--- src/rtl/hw2w_pkg.sv ---
package hw2w_pkg;

  typedef enum logic [1:0] {
    ST_IDLE  = 2'd0,
    ST_DOWN  = 2'd1,
    ST_REPLY = 2'd2
  } br_state_e;

  typedef enum logic [2:0] {
    OP_WLO     = 3'd0,
    OP_WPAIR   = 3'd1,
    OP_WORPHAN = 3'd2,
    OP_RLO     = 3'd3,
    OP_RLATCH  = 3'd4,
    OP_RFETCH  = 3'd5
  } br_op_e;

  // Decide what an accepted narrow access means given the held halves.
  function automatic br_op_e classify(input logic we, input logic hi,
                                      input logic wr_hit, input logic rd_hit);
    br_op_e op;
    if (we) begin
      if (!hi)        op = OP_WLO;
      else if (wr_hit) op = OP_WPAIR;
      else            op = OP_WORPHAN;
    end else begin
      if (!hi)        op = OP_RLO;
      else if (rd_hit) op = OP_RLATCH;
      else            op = OP_RFETCH;
    end
    return op;
  endfunction

  function automatic logic needs_wide(input br_op_e op);
    return (op == OP_WPAIR) || (op == OP_RLO) || (op == OP_RFETCH);
  endfunction

endpackage

--- src/rtl/hw2w_half_hold.sv ---
module hw2w_half_hold #(
  parameter int DATA_W = 16,
  parameter int TAG_W  = 22
) (
  input  logic              clk_i,
  input  logic              rst_i,
  input  logic              load_i,
  input  logic              drop_i,
  input  logic [DATA_W-1:0] data_i,
  input  logic [TAG_W-1:0]  tag_i,
  input  logic [TAG_W-1:0]  cmp_tag_i,
  output logic [DATA_W-1:0] data_o,
  output logic              hit_o
);

  logic              valid_q;
  logic [TAG_W-1:0]  tag_q;
  logic [DATA_W-1:0] data_q;

  always_ff @(posedge clk_i) begin
    if (rst_i) begin
      valid_q <= 1'b0;
      tag_q   <= '0;
      data_q  <= '0;
    end else if (load_i) begin
      valid_q <= 1'b1;
      tag_q   <= tag_i;
      data_q  <= data_i;
    end else if (drop_i) begin
      valid_q <= 1'b0;
    end
  end

  assign data_o = data_q;
  assign hit_o  = valid_q && (tag_q == cmp_tag_i);

endmodule

--- src/rtl/hw2w_dn_master.sv ---
module hw2w_dn_master #(
  parameter int WADR_W = 22,
  parameter int WORD_W = 32
) (
  input  logic              clk_i,
  input  logic              rst_i,
  input  logic              start_i,
  input  logic              we_i,
  input  logic [WADR_W-1:0] adr_i,
  input  logic [WORD_W-1:0] dat_i,
  input  logic              ack_i,
  output logic              cyc_o,
  output logic              stb_o,
  output logic              we_o,
  output logic [WADR_W-1:0] adr_o,
  output logic [WORD_W-1:0] dat_o,
  output logic              done_o
);

  logic              cyc_q, stb_q, we_q;
  logic [WADR_W-1:0] adr_q;
  logic [WORD_W-1:0] dat_q;

  assign done_o = stb_q && ack_i;

  always_ff @(posedge clk_i) begin
    if (rst_i) begin
      cyc_q <= 1'b0;
      stb_q <= 1'b0;
      we_q  <= 1'b0;
      adr_q <= '0;
      dat_q <= '0;
    end else if (done_o) begin
      cyc_q <= 1'b0;
      stb_q <= 1'b0;
    end else if (start_i && !stb_q) begin
      cyc_q <= 1'b1;
      stb_q <= 1'b1;
      we_q  <= we_i;
      adr_q <= adr_i;
      dat_q <= dat_i;
    end
  end

  assign cyc_o = cyc_q;
  assign stb_o = stb_q;
  assign we_o  = we_q;
  assign adr_o = adr_q;
  assign dat_o = dat_q;

endmodule

--- src/rtl/hw2w_ctrl.sv ---
module hw2w_ctrl
  import hw2w_pkg::*;
#(
  parameter int HALF_W = 16
) (
  input  logic              clk_i,
  input  logic              rst_i,
  input  logic              req_i,
  input  logic              cyc_i,
  input  br_op_e            op_i,
  input  logic              dn_done_i,
  input  logic [HALF_W-1:0] latch_dat_i,
  input  logic [HALF_W-1:0] dn_lo_i,
  input  logic [HALF_W-1:0] dn_hi_i,
  output logic              accept_o,
  output logic              dn_start_o,
  output logic              wr_load_o,
  output logic              wr_drop_o,
  output logic              rd_load_o,
  output logic              rd_drop_o,
  output logic              up_ack_o,
  output logic [HALF_W-1:0] up_dat_o
);

  br_state_e         state_q;
  br_op_e            pend_q;
  logic [HALF_W-1:0] dat_q;

  assign accept_o   = (state_q == ST_IDLE) && req_i;
  assign dn_start_o = accept_o && needs_wide(op_i);
  assign wr_load_o  = accept_o && (op_i == OP_WLO);
  assign wr_drop_o  = !cyc_i || (accept_o && (op_i != OP_WLO));
  assign rd_load_o  = (state_q == ST_DOWN) && dn_done_i && (pend_q == OP_RLO);
  assign rd_drop_o  = !cyc_i || accept_o;

  always_ff @(posedge clk_i) begin
    if (rst_i) begin
      state_q <= ST_IDLE;
      pend_q  <= OP_WLO;
      dat_q   <= '0;
    end else begin
      unique case (state_q)
        ST_IDLE: begin
          if (accept_o) begin
            pend_q <= op_i;
            if (needs_wide(op_i)) begin
              state_q <= ST_DOWN;
            end else begin
              state_q <= ST_REPLY;
              if (op_i == OP_RLATCH) dat_q <= latch_dat_i;
            end
          end
        end
        ST_DOWN: begin
          if (dn_done_i) begin
            state_q <= ST_REPLY;
            if (pend_q == OP_RLO)         dat_q <= dn_lo_i;
            else if (pend_q == OP_RFETCH) dat_q <= dn_hi_i;
          end
        end
        default: state_q <= ST_IDLE;
      endcase
    end
  end

  assign up_ack_o = (state_q == ST_REPLY);
  assign up_dat_o = dat_q;

endmodule

--- src/rtl/hw2w_bridge.sv ---
module hw2w_bridge
  import hw2w_pkg::*;
#(
  parameter int ADDR_W = 24,
  parameter int HALF_W = 16
) (
  input  logic                   clk_i,
  input  logic                   rst_i,
  input  logic [ADDR_W-1:1]      up_adr_i,
  input  logic [HALF_W-1:0]      up_dat_i,
  output logic [HALF_W-1:0]      up_dat_o,
  input  logic                   up_cyc_i,
  input  logic                   up_stb_i,
  input  logic                   up_we_i,
  output logic                   up_ack_o,
  output logic [ADDR_W-3:0]      dn_adr_o,
  output logic [2*HALF_W-1:0]    dn_dat_o,
  input  logic [2*HALF_W-1:0]    dn_dat_i,
  output logic                   dn_cyc_o,
  output logic                   dn_stb_o,
  output logic                   dn_we_o,
  output logic [2*HALF_W/8-1:0]  dn_sel_o,
  input  logic                   dn_ack_i
);

  localparam int WORD_W = 2 * HALF_W;
  localparam int WADR_W = ADDR_W - 2;

  function automatic logic [WADR_W-1:0] word_of(input logic [ADDR_W-1:1] ha);
    return ha[ADDR_W-1:2];
  endfunction

  function automatic logic [WORD_W-1:0] join_halves(input logic [HALF_W-1:0] hi,
                                                    input logic [HALF_W-1:0] lo);
    return {hi, lo};
  endfunction

  logic [WADR_W-1:0] cur_word;
  logic              cur_hi;
  logic              req;
  logic              wr_hit, rd_hit;
  logic [HALF_W-1:0] wr_dat, rd_dat;
  br_op_e            op;
  logic              accept, dn_start, dn_done;
  logic              wr_load, wr_drop, rd_load, rd_drop;

  // named internal events for the checker
  logic              ev_pair_write;
  logic              ev_orphan_write;
  logic              ev_latch_serve;

  assign cur_word = word_of(up_adr_i);
  assign cur_hi   = up_adr_i[1];
  assign req      = up_cyc_i && up_stb_i;
  assign op       = classify(up_we_i, cur_hi, wr_hit, rd_hit);

  assign ev_pair_write   = accept && (op == OP_WPAIR);
  assign ev_orphan_write = accept && (op == OP_WORPHAN);
  assign ev_latch_serve  = accept && (op == OP_RLATCH);

  hw2w_half_hold #(.DATA_W(HALF_W), .TAG_W(WADR_W)) u_wr_hold (
    .clk_i     (clk_i),
    .rst_i     (rst_i),
    .load_i    (wr_load),
    .drop_i    (wr_drop),
    .data_i    (up_dat_i),
    .tag_i     (cur_word),
    .cmp_tag_i (cur_word),
    .data_o    (wr_dat),
    .hit_o     (wr_hit)
  );

  hw2w_half_hold #(.DATA_W(HALF_W), .TAG_W(WADR_W)) u_rd_hold (
    .clk_i     (clk_i),
    .rst_i     (rst_i),
    .load_i    (rd_load),
    .drop_i    (rd_drop),
    .data_i    (dn_dat_i[WORD_W-1:HALF_W]),
    .tag_i     (dn_adr_o),
    .cmp_tag_i (cur_word),
    .data_o    (rd_dat),
    .hit_o     (rd_hit)
  );

  hw2w_dn_master #(.WADR_W(WADR_W), .WORD_W(WORD_W)) u_dn (
    .clk_i   (clk_i),
    .rst_i   (rst_i),
    .start_i (dn_start),
    .we_i    (up_we_i),
    .adr_i   (cur_word),
    .dat_i   (join_halves(up_dat_i, wr_dat)),
    .ack_i   (dn_ack_i),
    .cyc_o   (dn_cyc_o),
    .stb_o   (dn_stb_o),
    .we_o    (dn_we_o),
    .adr_o   (dn_adr_o),
    .dat_o   (dn_dat_o),
    .done_o  (dn_done)
  );

  hw2w_ctrl #(.HALF_W(HALF_W)) u_ctrl (
    .clk_i       (clk_i),
    .rst_i       (rst_i),
    .req_i       (req),
    .cyc_i       (up_cyc_i),
    .op_i        (op),
    .dn_done_i   (dn_done),
    .latch_dat_i (rd_dat),
    .dn_lo_i     (dn_dat_i[HALF_W-1:0]),
    .dn_hi_i     (dn_dat_i[WORD_W-1:HALF_W]),
    .accept_o    (accept),
    .dn_start_o  (dn_start),
    .wr_load_o   (wr_load),
    .wr_drop_o   (wr_drop),
    .rd_load_o   (rd_load),
    .rd_drop_o   (rd_drop),
    .up_ack_o    (up_ack_o),
    .up_dat_o    (up_dat_o)
  );

  assign dn_sel_o = '1;

endmodule

--- config.mk ---
export PLATFORM = sky130hd
export DESIGN_NAME = hw2w_bridge
export DESIGN_NICKNAME = d
export VERILOG_FILES = /design/src/rtl/hw2w_pkg.sv /design/src/rtl/hw2w_half_hold.sv /design/src/rtl/hw2w_dn_master.sv /design/src/rtl/hw2w_ctrl.sv /design/src/rtl/hw2w_bridge.sv
export SDC_FILE = /design/constraint.sdc
export NUM_CORES = 1
export LEC_CHECK = 0
export BUFFER_PORTS_ARGS = -buffer_cell sky130_fd_sc_hd__buf_2
export CORE_AREA = 2 2 120 122
export DETAILED_ROUTE_END_ITERATION = 8
export DIE_AREA = 0 0 122 124
export PLACE_DENSITY = 0.88
export SETUP_SLACK_MARGIN = 0.05
export SYNTH_ARGS = -nofsm -noshare
export SYNTH_HDL_FRONTEND = slang
export SYNTH_HIERARCHICAL = 1
export SYNTH_SLANG_ARGS = --single-unit
--- constraint.sdc ---
create_clock -name clk_i -period 2.75 [get_ports clk_i]
set_input_delay 0.1375 -clock clk_i [delete_from_list [all_inputs] [get_ports clk_i]]
set_output_delay 0.1375 -clock clk_i [all_outputs]
set_load 0.01 [all_outputs]
# Word-level counts from Yosys, hierarchy flattened
# Index checks and enable logic that the tools add are counted.
[totals]
word_cells = 77
register_bits = 155
[classes]
n_reduce_logical = 28
bitwise = 1
n_eq_ne = 15
muxes = 20
[op_table]
columns = ["operator", "n"]
rows = [
  ["16-bit 2-to-1 mux", 6],
  ["22-bit equality test", 2],
  ["16-bit one-hot mux with 2 select lines", 1],
  ["1-bit logical AND", 11],
  ["2-bit 2-to-1 mux", 5],
  ["3-bit equality test, second input constant", 3],
  ["3-bit by 2-bit equality test with 1-bit output, second input constant", 2],
  ["3-bit 2-to-1 mux", 2],
  ["2-bit AND reduction", 3],
  ["6-bit AND reduction", 1],
  ["2-bit nonzero test", 3],
  ["1-bit 2-to-1 mux", 5],
  ["1-bit logical OR", 4],
  ["2-bit by 1-bit != test with 1-bit output, second input constant", 2],
  ["2-bit != test, second input constant", 2],
  ["2-bit one-hot mux with 2 select lines", 1],
  ["3-bit by 1-bit equality test with 1-bit output, second input constant", 1],
  ["3-bit logical NOT", 1],
  ["3-bit != test, second input constant", 1],
  ["3-bit nonzero test", 1],
  ["2-bit by 1-bit equality test with 1-bit output, second input constant", 1],
  ["2-bit equality test, second input constant", 1],
  ["1-bit logical NOT", 2],
  ["2-bit logical NOT", 1],
  ["2 further kinds", 2],
]

# Depth between registers and ports, before layout
[depth]
ltp_word = 11
depth_mapped = 13
ltp_nobuf = 11

# Cells and area by module
# Netlist, hierarchy kept.
[modules_own_cells]
columns = ["module", "n_inst", "seq_area_each_um2", "area_each_um2", "cells_each"]
rows = [
  ["hw2w_half_hold", 2, 780.7, 1620.3, 157],
  ["hw2w_dn_master", 1, 1121.1, 2781.4, 256],
  ["hw2w_ctrl", 1, 420.4, 1387.6, 165],
  ["hw2w_bridge", 1, 0.0, 77.6, 11],
]

# Worst setup path after synthesis
# OpenSTA, ideal clock, no wires.
[synth_path]
path_kind = "register to register"
start = "register u_wr_hold.tag_q[19]"
end = "register u_dn.adr_q[0], in the netlist u_dn/adr_o[0]"
n_path_buf = 2
stages_incl_launch_ff = 13
t_required_ps = 2634
setup_slack_ps = 390
t_arrival_ps = 2244
synth_period_minus_slack_ps = 2360
setup_time_ps = 116
path_cell_list = "dfxtp_1 > xor2_1 > nor4_1 > nand4_1 > nor3_2 > nand2_1 > a22oi_1 > a21boi_0 > and2_1 > nor2b_2 > buf_6 > buf_12 > o21ai_2"
[synth_via]
elab_chain_cells = 11
word_cells_on_any_way = 13
[synth_lines]
columns = ["element", "line", "source"]
rows = [
  ["start, declared", "hw2w_half_hold.sv:17", "logic [TAG_W-1:0] tag_q;"],
  ["start signal, assigned", "hw2w_half_hold.sv:27", "tag_q <= tag_i;"],
  ["22-bit equality test *", "hw2w_half_hold.sv:35", "assign hit_o = valid_q && (tag_q == cmp_tag_i);"],
  ["1-bit logical AND *", "hw2w_half_hold.sv:35", ""],
  ["named net wr_hit", "hw2w_bridge.sv:41", "logic wr_hit, rd_hit;"],
  ["2-bit 2-to-1 mux *", "hw2w_pkg.sv:24", "else if (wr_hit) op = OP_WPAIR;"],
  ["2-bit 2-to-1 mux *", "hw2w_pkg.sv:23", "if (!hi) op = OP_WLO;"],
  ["3-bit 2-to-1 mux *", "hw2w_pkg.sv:22", "if (we) begin"],
  ["named net op[0]", "hw2w_bridge.sv:43", "br_op_e op;"],
  ["3-bit by 1-bit equality test with 1-bit output or 3-bit by 2-bit equality test with 1-bit output (tied branches)", "hw2w_pkg.sv:35", "return (op == OP_WPAIR) || (op == OP_RLO) || (op == OP_RFETCH);"],
  ["1-bit logical OR", "hw2w_pkg.sv:35", ""],
  ["1-bit logical OR *", "hw2w_pkg.sv:35", ""],
  ["1-bit logical AND *", "hw2w_ctrl.sv:30", "assign dn_start_o = accept_o && needs_wide(op_i);"],
  ["named net dn_start", "hw2w_bridge.sv:44", "logic accept, dn_start, dn_done;"],
  ["1-bit logical AND *", "hw2w_dn_master.sv:36", "end else if (start_i && !stb_q) begin"],
  ["2-bit AND reduction (no line) *", "--", ""],
  ["end signal, assigned", "hw2w_dn_master.sv:40", "adr_q <= adr_i;"],
  ["end, declared", "hw2w_dn_master.sv:21", "logic [WADR_W-1:0] adr_q;"],
]
# The timed path passes the listed nets; every way through them passes the cells marked *.
# A chain may end at the register's enable or synchronous reset.

# Final worst setup path
[layout_path]
start = "register u_rd_hold.tag_q[17]"
end = "register u_wr_hold.tag_q[11]"
[layout_via]
elab_chain_cells = 7
[layout_lines]
columns = ["element", "line", "source"]
rows = [
  ["start, declared", "hw2w_half_hold.sv:17", ""],
  ["start signal, assigned", "hw2w_half_hold.sv:27", ""],
  ["22-bit equality test", "hw2w_half_hold.sv:35", ""],
  ["1-bit logical AND", "hw2w_half_hold.sv:35", ""],
  ["named net rd_hit", "hw2w_bridge.sv:41", ""],
  ["1-bit 2-to-1 mux", "hw2w_pkg.sv:28", "else if (rd_hit) op = OP_RLATCH;"],
  ["3-bit 2-to-1 mux", "hw2w_pkg.sv:27", "if (!hi) op = OP_RLO;"],
  ["3-bit 2-to-1 mux", "hw2w_pkg.sv:22", ""],
  ["named net op[0]", "hw2w_bridge.sv:43", ""],
  ["3-bit logical NOT", "hw2w_ctrl.sv:31", "assign wr_load_o = accept_o && (op_i == OP_WLO);"],
  ["1-bit logical AND", "hw2w_ctrl.sv:31", ""],
  ["named net wr_load", "hw2w_bridge.sv:45", "logic wr_load, wr_drop, rd_load, rd_drop;"],
]
# The timed path passes the listed nets, and every way through them passes these cells.

==> results.json <==
{
  "syn2layout_area_growth_pct": 21.4,
  "grt_overflow": 0,
  "final_cells": 1093,
  "synth_top_family_by_area": "simple AND/OR/NAND/NOR gates",
  "num_io_pins": 155,
  "min_period_ns": 2.53,
  "place_ws_ns": 0.0587,
  "synth_fa_ha_area_share_pct": 0,
  "r2r_slack_ns": 0.22,
  "tns_ns": 0,
  "end_kind": "flop",
  "dr_total_vias": 5913,
  "cp_slowest_cell": "dfxtp_1",
  "ir_worst_vdd_v": 0.000428,
  "postSynthAreaPerCell_um2": 10.0,
  "final_util_pct": 66.2,
  "fin_area_um2": 9090,
  "critPathRequiredTime_ns": 3.04,
  "path_buf_inv": 2,
  "path_cells": "xor2_1 > nor4_2 > nand4_1 > nor3_2 > a22oi_1 > buf_4 > nor3_2 > and2_2 > buf_12 > mux2i_1 > nor2_1",
  "synth_top_flop_cell": "dfxtp_1",
  "synthCells": 746,
  "start_util_pct": 54.6,
  "rows": 43,
  "synth_cell_types": 44,
  "synth-edff-count": 0,
  "core_um2": 13700,
  "first_global_vias": 5653,
  "yosysSeqAreaShare_pct": 41.4,
  "clk_path_buf_depth": 2,
  "nets": 979,
  "dpl.cell_count": 1030,
  "cts_setup_buffers": 0,
  "tritoncts": "yes",
  "port_buffers": 150,
  "worstPathMaxFanout": 29,
  "p_per_area_nw_per_um2": 545,
  "die-area_um2": 15100,
  "drt_iter0_markers": 375,
  "max-slew-margin-rel_pct": 51.2,
  "htreeDepth": 4,
  "cts-root-buf": "clkbuf_16",
  "wire_per_inst_um": 16.3,
  "rsz0062_at_grt": "false",
  "synth-simple-area-share_pct": 24.7,
  "die_w_um": 122,
  "yosys_warnings": 6,
  "fmax_mhz": 395,
  "cap_violations": 0,
  "cts_made_buffers": 17,
  "synth-seq-cells": 155,
  "drc": 0,
  "synth-async-reset-ratio_pct": 0,
  "synth-xor-area-share_pct": 5.26,
  "cp_top_family": "simple AND/OR/NAND/NOR gates",
  "path_clk_slew_ns": 0.06,
  "insertion_delay_ns": 0.42,
  "viasPerCell": 5.41,
  "cts.sinks": 155,
  "synth-compound-area-share_pct": 9.14,
  "synthMuxAreaShare_pct": 12.3,
  "drt_pre_antenna_iters": 5,
  "status": "finished, final reports clean",
  "grt_pass1_wl_mm": 27.8,
  "routabilityCongestion": 0.819,
  "fin_crit_sh_pct": 92.0,
  "worst_pin_slew_ns": 0.730,
  "crit_path_max_incr_delay_ns": 0.32,
  "worstSetupPathType": "flop to flop",
  "chipHeight_um": 124,
  "startpoint_type": "flop",
  "routed_wl_mm": 17.8,
  "ant_nets": 0,
  "finalHoldViolCount": 0,
  "antenna_found_initial": 1,
  "cpMostUsedCell": "nor3_2",
  "setup_viol": 0,
  "leakage_nw": 3.68,
  "clock_skew_ns": 0.00750,
  "worstPathArrival_ns": 2.82,
  "drive_gt1_share_pct": 30.0,
  "groute.usage.overall_pct": 23.4,
  "grt_max_degree": 87,
  "maxSlewViolCount": 0,
  "place_area_um2": 8160,
  "timing.final.ws_setup_ns": 0.221,
  "hpwl_mm": 11.0,
  "hold_path.class": "input pin to flop",
  "synthesis.area_um2": 7490
}
==> final timing paths <==
path | start | endpoint | cells after the start
max | u_rd_hold/tag_q[17] | u_wr_hold/tag_q[11] | 11
max reg2reg | u_rd_hold/tag_q[17] | u_wr_hold/tag_q[11] | 11
min | up_adr_i[22] | u_wr_hold/tag_q[20] | 3
min reg2reg | u_dn/dat_o[4] | u_dn/dat_o[4] | 2
==> worst min-delay path, delay by kind of cell <==
| family | cells | cell delay, ns |
|---|---|---|
| simple gates | 1 | 0.07 |
| mux | 1 | 0.08 |
| buf+inv | 1 | 0.13 |
==> per-stage QoR <==
stage	hold WS (ns)	total power, mW
floorplan	0.285	2.62
global placement	0.393	2.75
detailed placement	0.404	2.76
CTS	0.0206	4.99
global route	0.0321	5.14
finish	0.0316	4.96
==> synthesized netlist by cell type (2+ instances only) <==
cell type	n	area, um2
dfxtp_1	155	3100
nor2_1	96	360
mux2i_1	92	921
nand2b_1	62	388
nand4bb_1	55	619
nand2_1	40	150
o21ai_2	40	350
xor2_1	31	272
buf_2	17	85.1
buf_4	17	128
xnor2_1	14	123
clkbuf_1	11	41.3
a311o_2	10	113
o21ai_1	10	50.1
or2b_2	10	87.6
buf_6	9	101
a21oi_1	7	35.0
o21ai_0	7	35.0
a311o_1	6	60.1
nand4_1	6	37.5
nor4_1	6	37.5
buf_12	5	100
and2_1	4	25.0
nor2b_1	4	25.0
nor3_1	4	20.0
clkbuf_2	3	15.0
clkbuf_8	3	41.3
a22oi_1	2	15.0
buf_1	2	7.51
inv_1	2	7.51
nand3b_1	2	15.0
nor3_2	2	20.0
==> report_power, final <==
| group | switching [mW] | internal [mW] |
|---|---|---|
| Clock | 0.873 | 1.32 |
| Sequential | 0.0260 | 2.28 |
| Combinational | 0.238 | 0.212 |
==> routing by layer <==
layer	vias to the layer above	wire [um]	global-route usage [%]
met4	0	278	8.19
met1	2811	7770	29.1
met2	190	8810	39.6
met5	-	0	0
li1	2888	-	-
met3	24	967	5.91
==> cell type report <==
type	instances	area [um2]
flip-flops and latches	155	3100
repair buffers	201	1290
multi-input cells	524	3900
clock inverters	6	63.8
diodes	1	2.50
fillers	1066	4630
clock buffers	23	488
inverters	3	11.3
well taps	180	225
==> state kept, by name (all words and copies together), names as in the netlist <==
name and flops:
u_dn/adr_o 22, u_dn/dat_o 32, u_wr_hold/tag_q 22, u_dn/we_o 1, u_rd_hold/tag_q 22, u_ctrl/state_q 2, u_ctrl/up_dat_o 16, u_rd_hold/data_o 16
u_rd_hold/valid_q 1, u_wr_hold/data_o 16, u_dn/stb_o 1, u_ctrl/pend_q 3, u_wr_hold/valid_q 1
==> timing repair <==
| action | 4_1_cts | 5_1_grt |
|---|---|---|
| hold endpoints to repair | 33 | 0 |
| resized for setup | 1 | 7 |
| hold buffers | 32 | 0 |
| gates cloned | 0 | 1 |
| setup endpoints to repair | 1 | 109 |
==> layout by cell type (no fill, tap or decap), types with 13 or more instances in the layout <==
master         count
nor2_1            96
nand2_1           40
nand2b_1          62
xnor2_1           14
buf_4             13
mux2i_1           92
dlygate4sd3_1     32
xor2_1            31
nand4bb_1         55
clkbuf_16         18
dfxtp_1          154
o21ai_2           40
buf_2            149
==> kinds of logic after synthesis <==
kind of cell	count (synthesis)
buffers and inverters	70
AND/OR/NAND/NOR	298
other	1
flip-flops	155
multiplexers	92
AO/OA/AOI/OAI	85
XOR/XNOR	45
Note: power is estimated with default switching activity, not from simulation.
